[src/rtl/synth_cfg_loader.sv]
module synth_cfg_loader #(
  parameter int M_W   = 9,
  parameter int N_W   = 3,
  parameter int T_W   = 2,
  parameter int SYNC  = 2,
  parameter int M_MIN = 125,
  parameter int M_MAX = 350
) (
  input  logic           clk,
  input  logic           rst_n,
  input  logic           mr,
  input  logic           par_ld_n,
  input  logic [M_W-1:0] m_pin,
  input  logic [N_W-1:0] n_pin,
  input  logic           sclk,
  input  logic           sdata,
  input  logic           sload,
  input  logic           mdiv_fb,
  input  logic           fout_clk,
  output logic [M_W-1:0] m_q,
  output logic [N_W-1:0] n_q,
  output logic [T_W-1:0] t_q,
  output logic           m_bad,
  output logic           test_o
);
  localparam int SR_W = T_W + N_W + M_W;

  logic [SYNC:0]   sclk_p, sload_p;
  logic [SYNC-1:0] par_p, sd_p;
  logic [SR_W-1:0] sr, sr_nxt;
  logic            par_s, sload_s, sd_s, sclk_rise, sload_rise;

  always_ff @(posedge clk or negedge rst_n) begin
    if (!rst_n) begin
      sclk_p  <= '0;
      sload_p <= '0;
      par_p   <= '1;
      sd_p    <= '0;
    end else begin
      sclk_p  <= {sclk_p[SYNC-1:0], sclk};
      sload_p <= {sload_p[SYNC-1:0], sload};
      par_p   <= {par_p[SYNC-2:0], par_ld_n};
      sd_p    <= {sd_p[SYNC-2:0], sdata};
    end
  end

  assign par_s      = par_p[SYNC-1];
  assign sload_s    = sload_p[SYNC-1];
  assign sd_s       = sd_p[SYNC-1];
  assign sclk_rise  = sclk_p[SYNC-1] & ~sclk_p[SYNC];
  assign sload_rise = sload_s & ~sload_p[SYNC];
  assign sr_nxt     = {sr[SR_W-2:0], sd_s};

  always_ff @(posedge clk or negedge rst_n) begin
    if (!rst_n)                  sr <= '0;
    else if (par_s && sclk_rise) sr <= sr_nxt;
  end

  always_ff @(posedge clk or negedge rst_n) begin
    if (!rst_n) begin
      m_q <= '0;
      n_q <= '0;
      t_q <= '0;
    end else if (!par_s) begin
      m_q <= m_pin;
      n_q <= n_pin;
    end else if (sclk_rise && sload_s) begin
      {t_q, n_q, m_q} <= sr_nxt;
    end else if (sload_rise) begin
      {t_q, n_q, m_q} <= sr;
    end
  end

  assign m_bad  = (m_q < M_W'(M_MIN)) || (m_q > M_W'(M_MAX));
  assign test_o = (mr || !par_s)   ? 1'b0     :
                  (t_q == 2'b01)   ? sr[0]    :
                  (t_q == 2'b10)   ? mdiv_fb  :
                  (t_q == 2'b11)   ? fout_clk : 1'b0;
endmodule

[config.mk]
export PLATFORM = sky130hd
export DESIGN_NAME = synth_cfg_loader
export DESIGN_NICKNAME = d
export VERILOG_FILES = /design/src/rtl/synth_cfg_loader.sv
export SDC_FILE = /design/constraint.sdc
export NUM_CORES = 1
export LEC_CHECK = 0
export BUFFER_PORTS_ARGS = -buffer_cell sky130_fd_sc_hd__clkbuf_2
export CORE_ASPECT_RATIO = 1.75
export CORE_MARGIN = 5
export CORE_UTILIZATION = 40
export DETAILED_ROUTE_END_ITERATION = 16
export REMOVE_ABC_BUFFERS = 1
export SYNTH_ARGS = -nofsm -noshare
export SYNTH_HDL_FRONTEND = slang
export SYNTH_SLANG_ARGS = --single-unit
[constraint.sdc]
create_clock -name clk -period 3.38 [get_ports clk]
set_input_delay 0.845 -clock clk [delete_from_list [all_inputs] [get_ports clk]]
set_output_delay 0.845 -clock clk [all_outputs]
set_load 0.02 [all_outputs]
# [Word-level counts from Yosys, hierarchy flattened]
# Index checks and enable logic that the tools add are counted.
[classes] mux=12 reduce_logical=7 magnitude_cmp=2 bitwise_logic=4 eq_ne=4
[ops] op="$mux 9" count=3
[ops] op="$gt 9x9->1 const B" count=1
[ops] op="$lt 9x7->1 const B" count=1
[ops] op="$mux 3" count=3
[ops] op="$eq 2x2->1 const B" count=2
[ops] op="$mux 1" count=4
[ops] op="$mux 2" count=2
[ops] op="$ne 3x1->1 const B" count=1
[ops] op="$and 1x1->1" count=2
[ops] op="$eq 2x1->1 const B" count=1
[ops] op="$logic_and 1x1->1" count=2
[ops] op="$logic_or 1x1->1" count=2
[ops] op="$not 1->1" count=2
[ops] op="$reduce_and 2->1" count=1
[ops] op="$reduce_bool 2->1" count=1
[ops] op="$logic_not 1->1" count=1
[totals] regBits=38 in_bits=21 elab_cells=37

# [Longest topological paths before layout]
[depth] ltp_word=5 mapped_depth=5

# [Worst setup path after synthesis]
# OpenSTA, ideal clock, no wires.
[synth_path] kind="input port to output port" start="input port fout_clk" end="output port test_o" required_ns=2.535 path_stages=3 path_buffers=0 path_slack_ns=1.047 arrival_time_ns=1.488 path_cell_list="mux2_2 a21oi_1 nor3_1"
[synth_via] elab_chain_len=4
[synth_rtl] item="start: declaration" line_no="19" rtl="input logic fout_clk,"
[synth_rtl] item="$mux 1" line_no="78" rtl="(t_q == 2'b11) ? fout_clk : 1'b0;"
[synth_rtl] item="$mux 1" line_no="77" rtl="(t_q == 2'b10) ? mdiv_fb :"
[synth_rtl] item="$mux 1" line_no="76" rtl="(t_q == 2'b01) ? sr[0] :"
[synth_rtl] item="$mux 1" line_no="75" rtl="assign test_o = (mr || !par_s) ? 1'b0 :"
[synth_rtl] item="end: declaration" line_no="24" rtl="output logic test_o"
# No other way between the ends.

# [Worst setup path after layout]
# Same ends and word-level chain as after synthesis.

==> run_results.csv <==
group,metric,value,unit
floorplanning,die_x,58.2,um
clock_network,clock_latency,0.28,ns
placement,port_buffers,36,
logic_synthesis,avgSynthCellArea,13.5,sq um
setup_path,crit_type,"primary input to primary output",
routing,wire_per_inst,14.7,um
pwr,irDropWorstVdd,0.245,mV
routing,ant_nets,0,
routing,drt-pass1-iter-count,4,
layout,drive_above_1_share,0.415,
clock_network,cts_tree,"yes",
global_routing,antenna_found_initial,0,
logic_synthesis,seq_area_frac_synth,0.587,
setup_path,worst_ep_arrival_time,1.56,ns
clock_network,cts-htree-levels,2,
floorplanning,initial_core_util,0.416,
sta,finClkSkew,0.00314,ns
setup_path,regToRegEndpoint,"m_q[8]$_DFFE_PN0P_",
global_routing,grt_pass1_wl,5280,um
logic_synthesis,synth_compound_area_frac,0.131,
logic_synthesis,synth_seq_cells,38,
logic_synthesis,netlist_area,0.00162,sq mm
logic_synthesis,synth.largest_area_cell,"dfrtp_1",
clock_network,cts-resized-gates,0,
run,max-cap-violations,0,
layout,antennaDiodeCount,0,
floorplanning,coreArea,0.00390,sq mm
sta,setup_viol,0,
pwr,power_density,580,mW/mm^2
setup_path,endpoint_kind,"primary output",
logic_synthesis,muxShareOfSynthArea,0.213,
global_routing,grt_usage,0.129,
placement,dp_hpwl,2200,um
setup_path,path_max_fanout,1,
sta,max_slew.worst_pin.slew,0.911,ns
layout,fin_nets,179,
clock_network,cts_hold_buf,0,
global_routing,overflow,0,
pwr,power,1.11,mW
sta,finalCriticalPeriod,2.40,ns
floorplanning,ioPinCount,37,
routing,wl_met1,1190,um
run_status,status,"finished clean",
sta,slew_headroom,0.392,
setup_path,critPathRequiredTime,2.53,ns
logic_synthesis,synth.distinct_cells,23,
clock_network,post_cts_buffers,0,
setup_path,r2r_start,"par_p[1]$_DFF_PN1_",
hold_path,min_from,"sclk_p[0]$_DFF_PN0_",
logic_synthesis,yosysTopAreaCellShare,0.555,
setup_path,crit_path_start_kind,"primary input",
logic_synthesis,post_synth_xor_area_fraction,0,
floorplanning,die-area,0.00548,sq mm
pwr,p_leak,0.997,nW
clock_network,clock-root-buffer,"clkbuf_8",
sta,fin_setup_tns,0,ns
hold_path,hold_class,"flip-flop to flip-flop",
routing,remaining_drc_errors,0,
sta,rsz0062_at_grt,"no",
routing,met2WireLength,1570,um
sta,fin_crit_sh,0.711,
clock_network,clockBufferDepth,2,
routing,vias_per_cell,5.20,
clock_network,clk_pin_slew_worst_paths,0.07,ns
routing,first_iter_violations,16,
clock_network,cts.sinks,38,
floorplanning,num_rows,30,
setup_path,reg2reg_slack,1.86,ns
logic_synthesis,synth_area_leaders,"dfrtp_1, mux2_4, mux2i_1",
hold_path,hold_path_end,"sclk_p[1]$_DFF_PN0_",
sta,slew_viol_final,0,
logic_synthesis,synth_top_family_by_area,"multiplexers",
layout,area_growth,18.2,%
routing,vias,1076,
sta,max_freq,416,MHz
hold_path,worstHoldPathCells,0,
logic_synthesis,synth_simple_gate_area_frac,0.0416,
global_routing,grt_max_degree,39,
placement,gp_congestion,0.763,
setup_path,crit_path_start,"fout_clk",
routing,top_layer_used,"met4",
logic_synthesis,syn_inst,120,
logic_synthesis,synth_fa_ha_area_frac,0,
logic_synthesis,yosysWarnings,0,
floorplanning,die_h,94.3,um
routing,routed-wl-met3,202,um
global_routing,grt_pass1_vias,1143,
sta,hold_viol,0,
clock_network,numCtsBuffers,5,
routing,wirelength,3040,um
setup_path,r2r_cells,4,
critical path, cell delays in order:
cell and delay, ns:
clkbuf_2 0.08, mux2_2 0.25, a21oi_1 0.15, nor3_1 0.06
clkbuf_2 0.17
sequential cells by signal, indices dropped and copies added (netlist names):
register / flops
n_q: 3
sload_p: 3
t_q: 2
m_q: 9
par_p: 2
sclk_p: 3
sr: 14
sd_p: 2
synth_stat cells (all sizes together):
master / count
o22ai: 1
nand4: 1
inv: 2
a22oi: 12
clkbuf: 1
o211ai: 1
nor2b: 1
dfstp: 2
mux2i: 14
nor3: 1
mux2: 15
nor2: 2
dfrtp: 36
buf: 4
nand2: 8
o21ai: 16
a21oi: 2
o31ai: 1
area by class of cell:
| cell class | instances | area (sq um) |
|---|---|---|
| Clock inverter | 1 | 5.00 |
| Fill cell | 387 | 1980 |
| Clock buffer | 7 | 86.3 |
| Timing Repair Buffer | 36 | 180 |
| Inverter | 2 | 7.51 |
| Tap cell | 48 | 60.1 |
| Sequential cell | 38 | 953 |
| Multi-Input combinational cell | 75 | 627 |
worst max-delay path by stage:
stage,endpoint,slack [ns],depth (start not counted)
floorplan,test_o,1.05,3
global placement,test_o,1.02,5
detailed placement,test_o,0.96,5
CTS,test_o,0.96,5
global route,test_o,0.89,5
finish,test_o,0.98,5
placed cells by master, fill, tap and decap left out, drive strengths merged:
| master | instances |
|---|---|
| clkinv | 1 |
| inv | 2 |
| dfrtp | 36 |
| o22ai | 1 |
| clkbuf | 43 |
| nand4 | 1 |
| nor3 | 1 |
| a21oi | 2 |
| nor2 | 2 |
| mux2i | 14 |
| dfstp | 2 |
| mux2 | 15 |
| nand2 | 8 |
| o31ai | 1 |
| a22oi | 12 |
| nor2b | 1 |
| o211ai | 1 |
| o21ai | 16 |
metrics by stage:
step / hold slack (ns) / instances / setup slack [ns] / cell area [sq um] / utilization
floorplan: 0.331 / 115 / 1.05 / 1590 / -
CTS: 0.358 / 207 / 0.963 / 1920 / 0.492
finish: 0.355 / 207 / 0.975 / 1920 / 0.492
global placement: 0.333 / 199 / 1.02 / 1830 / 0.468
global route: 0.359 / 207 / 0.893 / 1920 / 0.492
detailed placement: 0.339 / 199 / 0.963 / 1830 / 0.468
routing by layer:
metal  up-vias  GRT usage
li1        519          -
met1       520      0.144
met2        31      0.215
met3         6     0.0385
met4         0     0.0696
met5         -          0
cell families (layout without fill, tap and decap cells):
logic type	Yosys count	in the layout
AOI/OAI and AO/OA	33	33
DFF	38	38
muxes	29	29
buffers and inverters	7	46
and+or+nand+nor	13	13
where the power goes:
| part | switching [mW] | internal [mW] |
|---|---|---|
| clock | 0.147 | 0.164 |
| combinational | 0.0958 | 0.113 |
| sequential | 0.0657 | 0.526 |
No activity file was read; power rests on OpenSTA's default activity.
